$ cat src/rtl/spdif_enc_pkg.sv
package spdif_enc_pkg;

    typedef enum logic [1:0] {
        ST_IDLE     = 2'd0,
        ST_PREAMBLE = 2'd1,
        ST_PAYLOAD  = 2'd2
    } enc_state_e;

    // Raw preamble cells, transmitted from bit 7 down to bit 0.
    localparam logic [7:0] PRE_BLOCK_START = 8'b1110_1000;
    localparam logic [7:0] PRE_FIRST_CHAN  = 8'b1110_0010;
    localparam logic [7:0] PRE_SECOND_CHAN = 8'b1110_0100;

    localparam int SLOTS_PER_SUBFRAME = 32;
    localparam int CELLS_PER_SLOT     = 2;
    localparam int PREAMBLE_SLOTS     = 4;
    localparam int FLAG_SLOTS         = 4;

endpackage

$ cat src/rtl/spdif_subframe_ctr.sv
module spdif_subframe_ctr #(
    parameter  int FRAMES_PER_BLOCK = 192,
    localparam int SUBFRAMES        = 2 * FRAMES_PER_BLOCK,
    localparam int IDX_W            = $clog2(SUBFRAMES)
) (
    input  logic             clk,
    input  logic             rst_n,
    input  logic             advance,
    output logic [IDX_W-1:0] sf_idx,
    output logic             block_start,
    output logic             second_chan
);

    localparam logic [IDX_W-1:0] LAST_IDX = IDX_W'(SUBFRAMES - 1);

    always_ff @(posedge clk) begin
        if (!rst_n) begin
            sf_idx <= '0;
        end else if (advance) begin
            sf_idx <= (sf_idx == LAST_IDX) ? '0 : sf_idx + 1'b1;
        end
    end

    assign block_start = (sf_idx == '0);
    assign second_chan = sf_idx[0];

    // the index never leaves the block range
    a_r8_index_range: assert property (@(posedge clk) disable iff (!rst_n)
        sf_idx <= LAST_IDX);

    // advancing from the last subframe returns to the block start
    a_r8_block_wrap: assert property (@(posedge clk) disable iff (!rst_n)
        (advance && sf_idx == LAST_IDX) |=> block_start);

endmodule

$ cat src/rtl/spdif_payload_pack.sv
module spdif_payload_pack #(
    parameter  int SAMPLE_W  = 16,
    parameter  int AUDIO_W   = 20,
    parameter  int AUX_W     = 4,
    localparam int PAD_W     = AUDIO_W - SAMPLE_W,
    localparam int PAYLOAD_W = AUX_W + AUDIO_W + spdif_enc_pkg::FLAG_SLOTS
) (
    input  logic [SAMPLE_W-1:0]  sample,
    input  logic                 invalid,
    output logic [PAYLOAD_W-1:0] payload
);

    logic [AUDIO_W-1:0] audio;
    logic               par_fix;

    generate
        if (PAD_W > 0) begin : g_pad
            assign audio = {sample, {PAD_W{1'b0}}};
        end else begin : g_nopad
            assign audio = sample;
        end
    endgenerate

    // Aux bit 0 makes the coded slots even: user, status and parity stay 0.
    assign par_fix = (^sample) ^ invalid;

    // Index order is slot order: aux first, flags last {P,C,U,V}.
    assign payload = {3'b000, invalid, audio, {(AUX_W-1){1'b0}}, par_fix};

endmodule

$ cat src/rtl/spdif_bmc_encoder.sv
module spdif_bmc_encoder
    import spdif_enc_pkg::*;
#(
    parameter  int SAMPLE_W         = 16,
    parameter  int AUDIO_W          = 20,
    parameter  int AUX_W            = 4,
    parameter  int FRAMES_PER_BLOCK = 192,
    localparam int CELLS      = SLOTS_PER_SUBFRAME * CELLS_PER_SLOT,
    localparam int CELL_W     = $clog2(CELLS),
    localparam int SLOT_W     = CELL_W - 1,
    localparam int PRE_CELLS  = PREAMBLE_SLOTS * CELLS_PER_SLOT,
    localparam int PRE_W      = $clog2(PRE_CELLS),
    localparam int PAYLOAD_W  = AUX_W + AUDIO_W + FLAG_SLOTS,
    localparam int IDX_W      = $clog2(2 * FRAMES_PER_BLOCK)
) (
    input  logic                clk,
    input  logic                rst_n,
    input  logic                cell_en,
    input  logic                smp_valid,
    output logic                smp_ready,
    input  logic [SAMPLE_W-1:0] smp_data,
    input  logic                mute,
    output logic                line_out
);

    localparam logic [CELL_W-1:0] LAST_CELL = CELL_W'(CELLS - 1);
    localparam logic [CELL_W-1:0] PRE_LAST  = CELL_W'(PRE_CELLS - 1);

    enc_state_e            state_q, state_d;
    logic [CELL_W-1:0]     cell_idx;
    logic [SAMPLE_W-1:0]   data_q;
    logic                  inval_q;
    logic                  pol_q;
    logic                  line_q;

    logic                  accept;
    logic                  sf_end;
    logic                  pol_now;
    logic [7:0]            pre_pat;
    logic [PRE_W-1:0]      pre_pos;
    logic [SLOT_W-1:0]     pay_slot;
    logic [PAYLOAD_W-1:0]  payload;
    logic [SLOTS_PER_SUBFRAME-1:0] pay_ext;
    logic                  next_cell;
    logic [IDX_W-1:0]      sf_idx;
    logic                  block_start;
    logic                  second_chan;

    // ---------------- handshake and boundary -------------------------
    assign sf_end    = cell_en && (state_q == ST_PAYLOAD) && (cell_idx == LAST_CELL);
    assign smp_ready = (state_q == ST_IDLE) || sf_end;
    assign accept    = smp_valid && smp_ready;

    spdif_subframe_ctr #(
        .FRAMES_PER_BLOCK (FRAMES_PER_BLOCK)
    ) u_ctr (
        .clk         (clk),
        .rst_n       (rst_n),
        .advance     (sf_end),
        .sf_idx      (sf_idx),
        .block_start (block_start),
        .second_chan (second_chan)
    );

    spdif_payload_pack #(
        .SAMPLE_W (SAMPLE_W),
        .AUDIO_W  (AUDIO_W),
        .AUX_W    (AUX_W)
    ) u_pack (
        .sample  (data_q),
        .invalid (inval_q),
        .payload (payload)
    );

    // ---------------- state register ---------------------------------
    always_comb begin
        state_d = state_q;
        unique case (state_q)
            ST_IDLE:     if (accept) state_d = ST_PREAMBLE;
            ST_PREAMBLE: if (cell_en && cell_idx == PRE_LAST) state_d = ST_PAYLOAD;
            ST_PAYLOAD:  if (sf_end) state_d = ST_PREAMBLE;
            default:     state_d = ST_IDLE;
        endcase
    end

    always_ff @(posedge clk) begin
        if (!rst_n) state_q <= ST_IDLE;
        else        state_q <= state_d;
    end

    // ---------------- cell generation --------------------------------
    assign pre_pat  = block_start ? PRE_BLOCK_START :
                      (second_chan ? PRE_SECOND_CHAN : PRE_FIRST_CHAN);
    assign pol_now  = (cell_idx == '0) ? line_q : pol_q;
    assign pre_pos  = PRE_W'(PRE_CELLS - 1) - cell_idx[PRE_W-1:0];
    assign pay_slot = cell_idx[CELL_W-1:1] - SLOT_W'(PREAMBLE_SLOTS);
    assign pay_ext  = {{PREAMBLE_SLOTS{1'b0}}, payload};

    always_comb begin
        next_cell = line_q;
        unique case (state_q)
            ST_PREAMBLE: next_cell = pre_pat[pre_pos] ^ pol_now;
            ST_PAYLOAD:  next_cell = cell_idx[0] ? (line_q ^ pay_ext[pay_slot]) : ~line_q;
            default:     next_cell = 1'b0;
        endcase
    end

    // ---------------- output process ---------------------------------
    always_ff @(posedge clk) begin
        if (!rst_n) begin
            cell_idx <= '0;
            data_q   <= '0;
            inval_q  <= 1'b0;
            pol_q    <= 1'b0;
            line_q   <= 1'b0;
        end else begin
            if (cell_en && state_q != ST_IDLE) begin
                line_q   <= next_cell;
                cell_idx <= (cell_idx == LAST_CELL) ? '0 : cell_idx + 1'b1;
                if (state_q == ST_PREAMBLE && cell_idx == '0) pol_q <= line_q;
            end
            if (accept) begin
                data_q  <= smp_data;
                inval_q <= mute;
            end else if (sf_end) begin
                data_q  <= '0;
                inval_q <= 1'b1;
            end
        end
    end

    assign line_out = line_q;

    // ---------------- assertions -------------------------------------
    // line is low while waiting for the first sample
    a_r1_idle_low: assert property (@(posedge clk) disable iff (!rst_n)
        (state_q == ST_IDLE) |-> !line_out);

    // no enable, no line change
    a_r2_hold_without_enable: assert property (@(posedge clk) disable iff (!rst_n)
        !cell_en |=> $stable(line_out));

    // each coded slot opens with a transition
    a_r4_slot_edge: assert property (@(posedge clk) disable iff (!rst_n)
        (cell_en && state_q == ST_PAYLOAD && !cell_idx[0]) |=> (line_out != $past(line_out)));

    // the line ends each subframe at the level it started from
    a_r6_level_return: assert property (@(posedge clk) disable iff (!rst_n)
        sf_end |=> (line_out == pol_q));

    // a taken sample always starts a fresh preamble
    a_r9_accept_starts_subframe: assert property (@(posedge clk) disable iff (!rst_n)
        accept |=> (state_q == ST_PREAMBLE && cell_idx == '0));

endmodule

$ cat config.mk
export PLATFORM = sky130hd
export DESIGN_NAME = spdif_bmc_encoder
export DESIGN_NICKNAME = d
export VERILOG_FILES = /design/src/rtl/spdif_enc_pkg.sv /design/src/rtl/spdif_subframe_ctr.sv /design/src/rtl/spdif_payload_pack.sv /design/src/rtl/spdif_bmc_encoder.sv
export SDC_FILE = /design/constraint.sdc
export NUM_CORES = 1
export LEC_CHECK = 0
export ABC_AREA = 1
export BUFFER_PORTS_ARGS = -buffer_cell sky130_fd_sc_hd__buf_2
export CORE_MARGIN = 3
export CORE_UTILIZATION = 30
export CTS_BUF_LIST = sky130_fd_sc_hd__clkbuf_4 sky130_fd_sc_hd__clkbuf_8 sky130_fd_sc_hd__clkbuf_16
export CTS_CLUSTER_DIAMETER = 30
export CTS_CLUSTER_SIZE = 8
export DETAILED_ROUTE_END_ITERATION = 10
export SYNTH_ARGS = -nofsm -noshare
export SYNTH_HDL_FRONTEND = slang
export SYNTH_SLANG_ARGS = --single-unit
$ cat constraint.sdc
create_clock -name clk -period 5.25 [get_ports clk]
set_input_delay 0.7875 -clock clk [delete_from_list [all_inputs] [get_ports clk]]
set_output_delay 0.7875 -clock clk [all_outputs]
set_load 0.005 [all_outputs]
; Word-level counts from Yosys, hierarchy flattened
; Index checks and enable logic that the tools add are counted.
[op_classes]
n_addsub = 4
order_cmp = 2
n_eq_ne = 8
n_mux = 19
bitwise_logic = 4
n_reduce_logical = 15
[op_table]
columns = cell, count
row1 = $mux W16, 2
row2 = $reduce_xor A16 Y1, 1
row3 = $add A9 B1 Y9 const B, 1
row4 = $eq A9 B9 Y1 const B, 1
row5 = $logic_not A9 Y1, 1
row6 = $mux W9, 1
row7 = $add A6 B1 Y6 const B, 1
row8 = $eq A6 B3 Y1 const B, 1
row9 = $eq A6 B6 Y1 const B, 1
row10 = $logic_and A1 B1 Y1, 6
row11 = $logic_not A6 Y1, 1
row12 = $lt A5 B6 Y1 const B, 1
row13 = $mux W1, 6
row14 = $mux W2, 3
row15 = $mux W6, 1
row16 = $ne A2 B2 Y1 const B, 3
row17 = $pmux W2 S3, 1
row18 = $bmux W1 S5, 1
row19 = $sub A5 B3 Y5 const B, 1
row20 = $lt A3 B4 Y1 const B, 1
row21 = $mux W4, 1
row22 = $reduce_bool A2 Y1, 2
row23 = $bmux W1 S3, 1
row24 = $mux W3, 1
row25 = other kinds (10), 12
[word_totals]
ff_bits = 36
inputBits = 21
output_inout_bits = 2
wordCells = 59

; Depth between registers and ports, before layout
; Gate-level depths: netlist of run 1.
[logic_depth]
ltp_word = 7
ltp_mapped = 19
depth_no_buf = 19

; By module
; From an unflattened synthesis of run 1, not the netlist that was laid out.
[hier_totals]
hier_cells = 432
area_unflattened_um2 = 2761.4
[by_module_without_submodules]
columns = mod, n_inst, cells_each, area_per_inst_um2, seq_area_each_um2
row1 = spdif_bmc_encoder, 1, 265, 1755.4, 540.5
row2 = spdif_payload_pack, 1, 91, 515.5, 0.0
row3 = spdif_subframe_ctr, 1, 76, 490.5, 180.2

; Least setup slack after synthesis of run 1
; No wires, ideal clock.
[synth_path]
kind = reg2out
start = reg cell_idx[0]
end = out smp_ready
arrival_ns = 1.277
required_ns = 4.463
slack_ns = 3.186
stages_incl_launch_ff = 7
n_path_buf = 1
cell_sequence = dfxtp_1 ha_1 nand4_2 nor2_4 nand2_4 nand2_2 buf_2
[synth_between]
elab_chain_cells = 3
[synth_rtl]
columns = item, line_no
row1 = from (decl), spdif_bmc_encoder.sv:30  ; logic [CELL_W-1:0] cell_idx;
row2 = from (signal assigned), spdif_bmc_encoder.sv:119  ; cell_idx <= (cell_idx == LAST_CELL) ? '0 : cell_idx + 1'b1;
row3 = $eq A6 B6 Y1, spdif_bmc_encoder.sv:50  ; assign sf_end = cell_en && (state_q == ST_PAYLOAD) && (cell_idx == LAST_CELL);
row4 = $logic_and A1 B1 Y1, spdif_bmc_encoder.sv:50
row5 = $logic_or A1 B1 Y1, spdif_bmc_encoder.sv:51  ; assign smp_ready = (state_q == ST_IDLE) || sf_end;
row6 = to (decl), spdif_bmc_encoder.sv:20  ; output logic smp_ready,
; Every way passes these cells.

; Worst setup path after layout of run 1
[layout_path]
start = reg cell_idx[1]
end = out smp_ready
; The elaborated chain is that of the path after synthesis.

==> reports/qor_table.md, run 1 <==
| Quantity | Value | Unit |
|---|---|---|
| Sum of overflow across all layers after global routing | 0 | - |
| Cts bufs inserted | 5 | - |
| Port Buffers | 22 | - |
| Instance count of the mapped netlist | 330 | - |
| Number of max-capacitance violations reported | 0 | - |
| Path type of the worst min-delay path | flop to flop | - |
| Number of failing hold endpoints at the final stage | 0 | - |
| Buffers inserted during post-CTS setup optimization | 0 | - |
| Internal reg-to-reg setup slack | 2.76 | ns |
| Final cycle utilization of the critical path | 58.2 | % |
| Logic pwr share | 38.8 | % |
| Average routed wire per standard cell | 12.0 | um |
| Gpl congestion | 0.790 | - |
| Power density cells | 374 | mW/mm^2 |
| Die Outline Area | 0.00859 | sq mm |
| Layout cells sized above 1 | 12.4 | % |
| Worst slew margin | 51.3 | % |
| Via density | 4.82 | - |
| Final Non-Filler Cells | 444 | - |
| Biggest area contributors in the synthesized netlist | sky130_fd_sc_hd__dfxtp_1 (32%), sky130_fd_sc_hd__nand2_1 (13%), sky130_fd_sc_hd__nand3_1 (10%) | - |
| Number of search-and-repair iterations in the first detailed-routing pass | 4 | - |
| Maximum clock path buffer count | 2 | - |
| Power spent charging and discharging nets | 382 | uW |
| # fillers | 774 | - |
| First-pass GRT wire length | 9530 | um |
| Nature of the critical path startpoint | flop | - |
| Clock-pin transition on the worst setup and hold timing paths | 0.07 | ns |
| Std cell rows | 30 | - |
| Nets in the synthesized netlist | 361 | - |
| Worst-Skew Late Latency | 0.29 | ns |
| Number of antenna cells inserted | 0 | - |
| Cell Count Post-Placement | 436 | - |
| Dominant register cell in the synthesized netlist | sky130_fd_sc_hd__dfxtp_1 | - |
| Sequential share of power | 37.9 | % |
| Portion of total power attributed to the clock network | 23.2 | % |
| Maximum clock rate | 328 | MHz |
| Count of hold buffers inserted by post-cts repair | 0 | - |
| Global-route usage over all layers | 13.5 | % |
| Fin nets | 378 | - |
| Post-synth top area share | 32.0 | % |
| Count of H-tree levels built during CTS | 2 | - |
| Clock skew | 0.00520 | ns |
| Top fanout value on the critical path | 27 | - |
| #FFs+latches synth | 36 | - |
| Fraction of the yosys area taken by sequential cells | 32.0 | % |
| Effective utilization at floorplan | 32.1 | % |
| Antenna violations before repair | 0 | - |
| Vias in the first global route | 2,066 | - |
| CP required | 4.46 | ns |
| Growth of design area from synthesis to finish | 12.2 | % |
| Unrepaired setup endpoints after global routing | false | - |
| Largest net degree at the start of global routing | 28 | - |
| Library cell with the largest summed area after synthesis | sky130_fd_sc_hd__dfxtp_1 | - |
| YS warnings | 0 | - |
| Placed wire-length estimate after detailed placement | 3870 | um |
| Routed vias | 2,142 | - |
| Core box area | 0.00702 | sq mm |
| Least-Margin Pin Slew | 0.730 | ns |
| Worst path arrival time | 2.27 | ns |
| Residual DRC count | 0 | - |
| TritonCTS clock tree | built | - |
| Critical Path End Type | output pin | - |
| Setup Viol. Count Final | 0 | - |
| Number of nets with antenna violations after detailed routing | 0 | - |
| Gates resized, CTS repair | 0 | - |
| Synth cell count leaders | sky130_fd_sc_hd__nand2_1 (77), sky130_fd_sc_hd__nand3_1 (46), sky130_fd_sc_hd__dfxtp_1 (36), sky130_fd_sc_hd__a21oi_1 (32), sky130_fd_sc_hd__inv_1 (32) | - |
| Outcome | finished, final reports clean | - |
| WL final | 5330 | um |
| Overall die width | 92.7 | um |
| DRC violation total after the first TritonRoute iteration | 159 | - |
| Height of the die | 92.7 | um |
| Start-to-end type of the worst setup path | flop to output pin | - |
| Top-level I/O count | 23 | - |
| Number of different library cells in the post-synthesis netlist | 33 | - |
| Pins Over Slew Limit | 0 | - |
| Ys async rst share | 0 | % |
| Post-synth EDFFs | 0 | - |
| Library cell used as clock root buffer | sky130_fd_sc_hd__clkbuf_8 | - |
| IR drop worst, VDD | 133 | uV |
| Leakage | 0.00106 | uW |
| Clock Sink Count | 36 | - |
| Netlist area before placement | 0.00225 | sq mm |
| Syn Area/Cell | 6.83 | sq um |
| Minimum hold slack | 0.467 | ns |
| Int Power | 564 | uW |
| Post-route minimum period | 3.05 | ns |
| Total negative setup slack | 0 | ns |
| Most common cell in the netlist | sky130_fd_sc_hd__nand2_1 | - |
| Switching part of the total power | 40.4 | % |
critical path: stages, from the launching register on:
cell and delay, ns:
sky130_fd_sc_hd__dfxtp_1 0.59, sky130_fd_sc_hd__ha_1 0.31, sky130_fd_sc_hd__nand4_2 0.17, sky130_fd_sc_hd__nor2_4 0.15, sky130_fd_sc_hd__nand2_4 0.19, sky130_fd_sc_hd__nand2_2 0.36
sky130_fd_sc_hd__buf_2 0.19
path summary, 6_finish.rpt:
kind | startpoint | end | cells past startpoint
max reg2reg | cell_idx[1]$_SDFFE_PN0P_ | inval_q$_SDFFE_PN0P_ | 8
min reg2reg | pol_q$_SDFFE_PN0P_ | pol_q$_SDFFE_PN0P_ | 2
min | pol_q$_SDFFE_PN0P_ | pol_q$_SDFFE_PN0P_ | 2
max | cell_idx[1]$_SDFFE_PN0P_ | smp_ready | 6
final cells by class:
class	count	area, sq um	area share, %
Tap cell	96	120	4.75
Inverter	33	124	4.90
Timing Repair Buffer	22	110	4.35
Multi-Input combinational cell	249	1360	53.6
Clock buffer	8	97.6	3.86
Sequential cell	36	721	28.5
per-stage QoR:
stage                     power (uW)  area, sq um  worst slack, ns  util (%)
after floorplan                  651         2250             3.19         -
after global placement           725         2430             2.61      34.6
after detailed placement         733         2430             2.53      34.6
after CTS                        954         2530             2.19      36.0
after global routing            1040         2530             1.98      36.0
final                            946         2530             2.20      36.0
sequential cells by signal, summed over array words and instances (netlist names):
register,flops
data_q,16
u_ctr.sf_idx,9
cell_idx,6
state_q,2
inval_q,1
line_out,1
pol_q,1
power groups by stage:
stage                     Clock, uW  Combinational, uW  Sequential, uW
after floorplan                   0                302             349
after global placement            0                361             364
after detailed placement          0                367             366
after CTS                       226                369             359
after global routing            234                435             367
final                           220                367             359
logic make-up after synthesis:
kind of cell | after synthesis | share of synthesized area, %
buf+inv | 45 | 7.88
xor+xnor | 16 | 6.22
fa+ha+maj | 10 | 5.55
simple gates | 165 | 34.0
flops | 36 | 32.0
compound gates | 58 | 14.4
layout by cell type (no fill, tap or decap):
master                      n
sky130_fd_sc_hd__clkbuf_8   6
sky130_fd_sc_hd__nor3_2     1
sky130_fd_sc_hd__o221ai_1   1
sky130_fd_sc_hd__nor3b_1    1
sky130_fd_sc_hd__a211oi_1   2
sky130_fd_sc_hd__a31oi_1    1
sky130_fd_sc_hd__o21ai_0   18
sky130_fd_sc_hd__buf_2     22
sky130_fd_sc_hd__dfxtp_1   36
sky130_fd_sc_hd__nand3_1   46
sky130_fd_sc_hd__ha_1      10
sky130_fd_sc_hd__nor2_4     2
sky130_fd_sc_hd__nand2_2    4
sky130_fd_sc_hd__a21boi_0   1
sky130_fd_sc_hd__nand4_2    2
sky130_fd_sc_hd__nand2_1   77
sky130_fd_sc_hd__inv_2      1
sky130_fd_sc_hd__xnor2_1    6
sky130_fd_sc_hd__nor3_1     7
sky130_fd_sc_hd__nand2_4    1
sky130_fd_sc_hd__inv_1     32
sky130_fd_sc_hd__clkbuf_4   2
sky130_fd_sc_hd__nand3b_1   1
sky130_fd_sc_hd__o31ai_4    1
sky130_fd_sc_hd__nand4_1    2
sky130_fd_sc_hd__xor2_1    10
sky130_fd_sc_hd__nor2_1    16
sky130_fd_sc_hd__nor4_1     2
sky130_fd_sc_hd__a21oi_1   32
sky130_fd_sc_hd__nor2_2     1
sky130_fd_sc_hd__or2_0      1
sky130_fd_sc_hd__o211ai_1   2
sky130_fd_sc_hd__and2_1     1
metal layers:
metal	GRT usage [%]	vias to the layer above	wire [um]
li1	-	1121	-
met3	2.44	9	214
met5	0	-	0
met2	21.3	44	2390
met1	18.6	968	2620
met4	4.27	0	101
(Power assumes the default switching activity.)
==> run 2, diff against run 1 <==
==> constraint.sdc (replaced) <==
create_clock -name clk -period 2.85 [get_ports clk]
set_input_delay 0.4275 -clock clk [delete_from_list [all_inputs] [get_ports clk]]
set_output_delay 0.4275 -clock clk [all_outputs]
set_load 0.005 [all_outputs]
==> reports/qor_table.md, run 2 (synthesis results as in run 1) <==
| Quantity | Value | Unit |
|---|---|---|
| Critical Path End Type | output pin | - |
| CP required | 2.42 | ns |
| Clock-pin transition on the worst setup and hold timing paths | 0.08 | ns |
| IR drop worst, VDD | 234 | uV |
| Gpl congestion | 0.849 | - |
| Final design area excluding fillers | 0.00254 | sq mm |
| Post-route minimum period | 2.49 | ns |
| Top-level I/O count | 23 | - |
| Power density cells | 689 | mW/mm^2 |
| TritonCTS clock tree | built | - |
| Gates resized, CTS repair | 0 | - |
| Count of H-tree levels built during CTS | 2 | - |
| Nature of the critical path startpoint | flop | - |
| Number of max-capacitance violations reported | 0 | - |
| Cts bufs inserted | 5 | - |
| Maximum clock rate | 401 | MHz |
| Outcome | finished, final reports clean | - |
| Largest net degree at the start of global routing | 28 | - |
| Growth of design area from synthesis to finish | 12.5 | % |
| Fin nets | 379 | - |
| Slowest-stage cell, CP | sky130_fd_sc_hd__dfxtp_1 | - |
| Most common library cell in the layout ignoring fill and taps | sky130_fd_sc_hd__nand2_1 | - |
| First-pass GRT wire length | 8990 | um |
| Start-to-end type of the worst setup path | flop to output pin | - |
| Number of nets with antenna violations after detailed routing | 0 | - |
| Least-Margin Pin Slew | 0.721 | ns |
| Effective utilization at floorplan | 32.1 | % |
| Area of placed instances | 0.00244 | sq mm |
| Core box area | 0.00702 | sq mm |
| CP delay by family, top | simple AND/OR/NAND/NOR gates | - |
| Top flop regs | data_q: 16 flops, u_ctr.sf_idx: 9 flops, cell_idx: 6 flops | - |
| Number of failing hold endpoints at the final stage | 0 | - |
| Vias in the first global route | 1,919 | - |
| Routed vias | 2,105 | - |
| Port Buffers | 22 | - |
| Std cell rows | 30 | - |
| Worst path arrival time | 2.06 | ns |
| Average routed wire per standard cell | 11.7 | um |
| Count of buffering cells on the critical path with inverters included | 1 | - |
| Worst-Skew Late Latency | 0.30 | ns |
| WL final | 5230 | um |
| Global-route usage over all layers | 12.7 | % |
| Path type of the worst min-delay path | input port to flop | - |
| Total negative setup slack | 0 | ns |
| Register with the highest flop count | data_q | - |
| Clock skew | 0.00783 | ns |
| Sum of overflow across all layers after global routing | 0 | - |
| Unrepaired setup endpoints after global routing | false | - |
| DRC violation total after the first TritonRoute iteration | 137 | - |
| Pins Over Slew Limit | 0 | - |
| Worst slew margin | 51.9 | % |
| Via density | 4.73 | - |
| # fillers | 767 | - |
| Commonest cells after routing, fill and taps aside | sky130_fd_sc_hd__nand2_1 (77), sky130_fd_sc_hd__nand3_1 (46), sky130_fd_sc_hd__dfxtp_1 (36), sky130_fd_sc_hd__inv_1 (32), sky130_fd_sc_hd__a21oi_1 (32) | - |
| Residual DRC count | 0 | - |
| Buffers inserted during post-CTS setup optimization | 0 | - |
| Maximum clock path buffer count | 2 | - |
| Library cell used as clock root buffer | sky130_fd_sc_hd__clkbuf_8 | - |
| Number of antenna cells inserted | 0 | - |
| Top fanout value on the critical path | 27 | - |
| Height of the die | 92.7 | um |
| Count of hold buffers inserted by post-cts repair | 0 | - |
| Setup Viol. Count Final | 0 | - |
| Antenna violations before repair | 0 | - |
| Final cycle utilization of the critical path | 87.4 | % |
| Overall die width | 92.7 | um |
| Number of search-and-repair iterations in the first detailed-routing pass | 4 | - |
| Layout cells sized above 1 | 12.6 | % |
| Leakage | 0.00105 | uW |
| Max FFs per register | 16 | - |
| Placed wire-length estimate after detailed placement | 3930 | um |
| Cell chain of the critical path | ha_1, nand4_2, nor2_4, nand2_4, nand2_2, buf_2 | - |
| Clock Sink Count | 36 | - |
| Die Outline Area | 0.00859 | sq mm |
| Crit-path max cell delay | 0.59 | ns |
run 2: cell types whose count changed in the layout (fill, tap and decap cells not counted):
cell	previous run	this run
sky130_fd_sc_hd__clkbuf_4	2	0
sky130_fd_sc_hd__buf_4	0	1
sky130_fd_sc_hd__clkinvlp_4	0	2
run 2: layer usage:
metal,GRT usage (%),part of all wire [%],vias to the layer above
met2,20.2,44,42
met3,2.84,4.2,5
met1,17.5,50,932
met4,3.05,1.1,0
li1,-,-,1126
met5,0,0,-
run 2: final timing paths:
path | startpoint | end | slack [ns] | cells past startpoint
worst min-delay path | smp_data[7] | data_q[7]$_SDFFE_PN0P_ | 0.39 | 3
worst min register to register | pol_q$_SDFFE_PN0P_ | pol_q$_SDFFE_PN0P_ | 0.46 | 2
worst max register to register | cell_idx[1]$_SDFFE_PN0P_ | u_ctr.sf_idx[3]$_SDFFE_PN0P_ | 0.55 | 10
worst max-delay path | cell_idx[1]$_SDFFE_PN0P_ | smp_ready | 0.36 | 6
run 2: through the flow:
stage | power [uW] | setup slack [ns] | instances | hold slack, ns | util (%)
6_report | 1750 | 0.358 | 445 | 0.394 | 36.1
3_5_place_dp | 1360 | 0.547 | 437 | 0.452 | 34.7
5_1_grt | 1900 | 0.160 | 445 | 0.396 | 36.1
3_3_place_gp | 1350 | 0.642 | 437 | 0.442 | 34.7
4_1_cts | 1760 | 0.355 | 445 | 0.391 | 36.1
2_1_floorplan | 1200 | 1.12 | 330 | 0.430 | -
run 2: where the power goes:
part           leakage (uW)  total [uW]  internal [uW]  switching (uW)
Combinational      0.000716         688            262             426
Clock             0.0000434         394            196             199
Sequential         0.000293         664            574            90.7
run 2: layout make-up:
cell class | count | area [sq um] | share of cell area [%]
clock inverters | 2 | 15.0 | 0.592
multi-input cells | 249 | 1360 | 53.5
well taps | 96 | 120 | 4.74
inverters | 33 | 124 | 4.88
repair buffers | 23 | 118 | 4.64
clock buffers | 6 | 82.6 | 3.26
flip-flops and latches | 36 | 721 | 28.4
run 2: worst register-to-register path, cell delays in order (launching register included):
cell,delay [ns]
sky130_fd_sc_hd__dfxtp_1,0.59
sky130_fd_sc_hd__ha_1,0.29
sky130_fd_sc_hd__nand4_2,0.15
sky130_fd_sc_hd__nor2_4,0.14
sky130_fd_sc_hd__nand2_4,0.19
sky130_fd_sc_hd__nor2_4,0.16
sky130_fd_sc_hd__nand4_2,0.10
sky130_fd_sc_hd__nor2_2,0.13
sky130_fd_sc_hd__nand2_2,0.10
sky130_fd_sc_hd__o31ai_4,0.26
sky130_fd_sc_hd__nor3b_1,0.09
==> run 3, diff against run 2 <==
--- a/config.mk
+++ b/config.mk
@@ -7,12 +7,16 @@
 export LEC_CHECK = 0
 export ABC_AREA = 1
 export BUFFER_PORTS_ARGS = -buffer_cell sky130_fd_sc_hd__buf_2
+export CELL_PAD_IN_SITES_DETAIL_PLACEMENT = 1
+export CELL_PAD_IN_SITES_GLOBAL_PLACEMENT = 2
 export CORE_MARGIN = 3
 export CORE_UTILIZATION = 30
 export CTS_BUF_LIST = sky130_fd_sc_hd__clkbuf_4 sky130_fd_sc_hd__clkbuf_8 sky130_fd_sc_hd__clkbuf_16
 export CTS_CLUSTER_DIAMETER = 30
 export CTS_CLUSTER_SIZE = 8
 export DETAILED_ROUTE_END_ITERATION = 10
+export PLACE_DENSITY_LB_ADDON = 0.1
+export SKIP_CTS_REPAIR_TIMING = 1
 export SYNTH_ARGS = -nofsm -noshare
 export SYNTH_HDL_FRONTEND = slang
 export SYNTH_SLANG_ARGS = --single-unit
==> constraint.sdc (replaced) <==
create_clock -name clk -period 2.7 [get_ports clk]
set_input_delay 0.405 -clock clk [delete_from_list [all_inputs] [get_ports clk]]
set_output_delay 0.405 -clock clk [all_outputs]
set_load 0.005 [all_outputs]
==> reports/qor_table.md, run 3 (synthesis results as in run 1) <==
| Quantity | Value | Unit |
|---|---|---|
| Top-level I/O count | 23 | - |
| Top flop regs | data_q: 16 flops, u_ctr.sf_idx: 9 flops, cell_idx: 6 flops | - |
| Number of antenna cells inserted | 0 | - |
| Cts bufs inserted | 5 | - |
| Start-to-end type of the worst setup path | flop to output pin | - |
| Die Outline Area | 0.00859 | sq mm |
| Setup Viol. Count Final | 0 | - |
| Via density | 4.93 | - |
| Clock skew | 0.00690 | ns |
| Average routed wire per standard cell | 14.3 | um |
| Std cell rows | 30 | - |
| Largest net degree at the start of global routing | 28 | - |
| Least-Margin Pin Slew | 0.831 | ns |
| Commonest cells after routing, fill and taps aside | sky130_fd_sc_hd__nand2_1 (77), sky130_fd_sc_hd__nand3_1 (46), sky130_fd_sc_hd__dfxtp_1 (36), sky130_fd_sc_hd__inv_1 (32), sky130_fd_sc_hd__a21oi_1 (32) | - |
| Port Buffers | 22 | - |
| Growth of design area from synthesis to finish | 13.1 | % |
| Top fanout value on the critical path | 27 | - |
| Outcome | finished, final reports clean | - |
| Path type of the worst min-delay path | input port to flop | - |
| Unrepaired setup endpoints after global routing | false | - |
| IR drop worst, VDD | 316 | uV |
| Library cell used as clock root buffer | sky130_fd_sc_hd__clkbuf_8 | - |
| Power density cells | 749 | mW/mm^2 |
| Placed wire-length estimate after detailed placement | 4700 | um |
| Register with the highest flop count | data_q | - |
| First-pass GRT wire length | 10,900 | um |
| Fin nets | 381 | - |
| Pins Over Slew Limit | 0 | - |
| CP required | 2.30 | ns |
| Global-route usage over all layers | 15.5 | % |
| Residual DRC count | 0 | - |
| Nature of the critical path startpoint | flop | - |
| Worst slew margin | 44.6 | % |
| Overall die width | 92.7 | um |
| Leakage | 0.00107 | uW |
| Total negative setup slack | 0 | ns |
| Effective utilization at floorplan | 32.1 | % |
| DRC violation total after the first TritonRoute iteration | 73 | - |
| Height of the die | 92.7 | um |
| Vias in the first global route | 2,196 | - |
| Number of max-capacitance violations reported | 0 | - |
| Number of failing hold endpoints at the final stage | 0 | - |
| Count of H-tree levels built during CTS | 2 | - |
| Post-route minimum period | 2.16 | ns |
| Sum of overflow across all layers after global routing | 0 | - |
| Worst-Skew Late Latency | 0.29 | ns |
| Number of nets with antenna violations after detailed routing | 0 | - |
| Antenna violations before repair | 0 | - |
| Worst setup slack after layout | 0.535 | ns |
| Pre-CTS setup slack | 0.604 | ns |
| Maximum clock rate | 462 | MHz |
| TritonCTS clock tree | built | - |
| Critical Path End Type | output pin | - |
| Maximum clock path buffer count | 2 | - |
| Routed vias | 2,197 | - |
| Final cycle utilization of the critical path | 80.2 | % |
| Core box area | 0.00702 | sq mm |
| WL final | 6360 | um |
| # fillers | 930 | - |
| Number of search-and-repair iterations in the first detailed-routing pass | 4 | - |
| Gpl congestion | 0.807 | - |
| Most common library cell in the layout ignoring fill and taps | sky130_fd_sc_hd__nand2_1 | - |
| Clock Sink Count | 36 | - |
| Clock-pin transition on the worst setup and hold timing paths | 0.07 | ns |
| Layout cells sized above 1 | 12.9 | % |
| Max FFs per register | 16 | - |
| Worst path arrival time | 1.76 | ns |
run 3: cell types whose count changed in the layout (fill, tap and decap cells not counted), sizes merged:
cell,change
clkbuf,+1
clkinvlp,-2
buf,+2
run 3: area by class of cell:
| class | instances | area (sq um) | share of cell area (%) |
|---|---|---|---|
| Clock buffer | 7 | 96.3 | 3.78 |
| Multi-Input combinational cell | 249 | 1360 | 53.2 |
| Timing Repair Buffer | 25 | 133 | 5.20 |
| Tap cell | 96 | 120 | 4.71 |
| Sequential cell | 36 | 721 | 28.3 |
| Inverter | 33 | 124 | 4.86 |
run 3: metrics by stage:
| step | hold slack [ns] | power, uW | util [%] | std cells | area [sq um] |
|---|---|---|---|---|---|
| finish | 0.384 | 1910 | 36.3 | 446 | 2550 |
| CTS | 0.377 | 1940 | 36.3 | 446 | 2550 |
| global route | 0.390 | 2080 | 36.3 | 446 | 2550 |
| detailed placement | 0.450 | 1500 | 35.0 | 439 | 2450 |
| global placement | 0.447 | 1490 | 35.0 | 439 | 2450 |
| floorplan | 0.430 | 1270 | - | 330 | 2250 |
run 3: power by group:
part           internal [uW]  switching, uW
registers                605           75.2
clock network            228            201
logic                    289            512
run 3: routing by layer:
| layer | global-route usage (%) | routed length, um |
|---|---|---|
| met1 | 21.9 | 3270 |
| met2 | 25.1 | 2880 |
| met3 | 2.52 | 174 |
| met4 | 2.93 | 36 |
| met5 | 0 | 0 |
run 3: final timing paths:
| kind | depth (start not counted) | end | slack (ns) | start |
|---|---|---|---|---|
| min reg2reg | 2 | pol_q$_SDFFE_PN0P_ | 0.46 | pol_q$_SDFFE_PN0P_ |
| min | 3 | data_q[10]$_SDFFE_PN0P_ | 0.38 | smp_data[10] |
| max | 7 | smp_ready | 0.54 | cell_idx[2]$_SDFFE_PN0P_ |
| max reg2reg | 11 | u_ctr.sf_idx[3]$_SDFFE_PN0P_ | 0.63 | cell_idx[2]$_SDFFE_PN0P_ |
run 3: worst max-delay path, stage by stage (launching register included):
cell                      delay [ns]
sky130_fd_sc_hd__dfxtp_1        0.48
sky130_fd_sc_hd__nand2_2        0.10
sky130_fd_sc_hd__inv_2          0.08
sky130_fd_sc_hd__nand4_2        0.10
sky130_fd_sc_hd__nor2_4         0.14
sky130_fd_sc_hd__nand2_4        0.20
sky130_fd_sc_hd__nand2_2        0.23
sky130_fd_sc_hd__buf_2          0.15
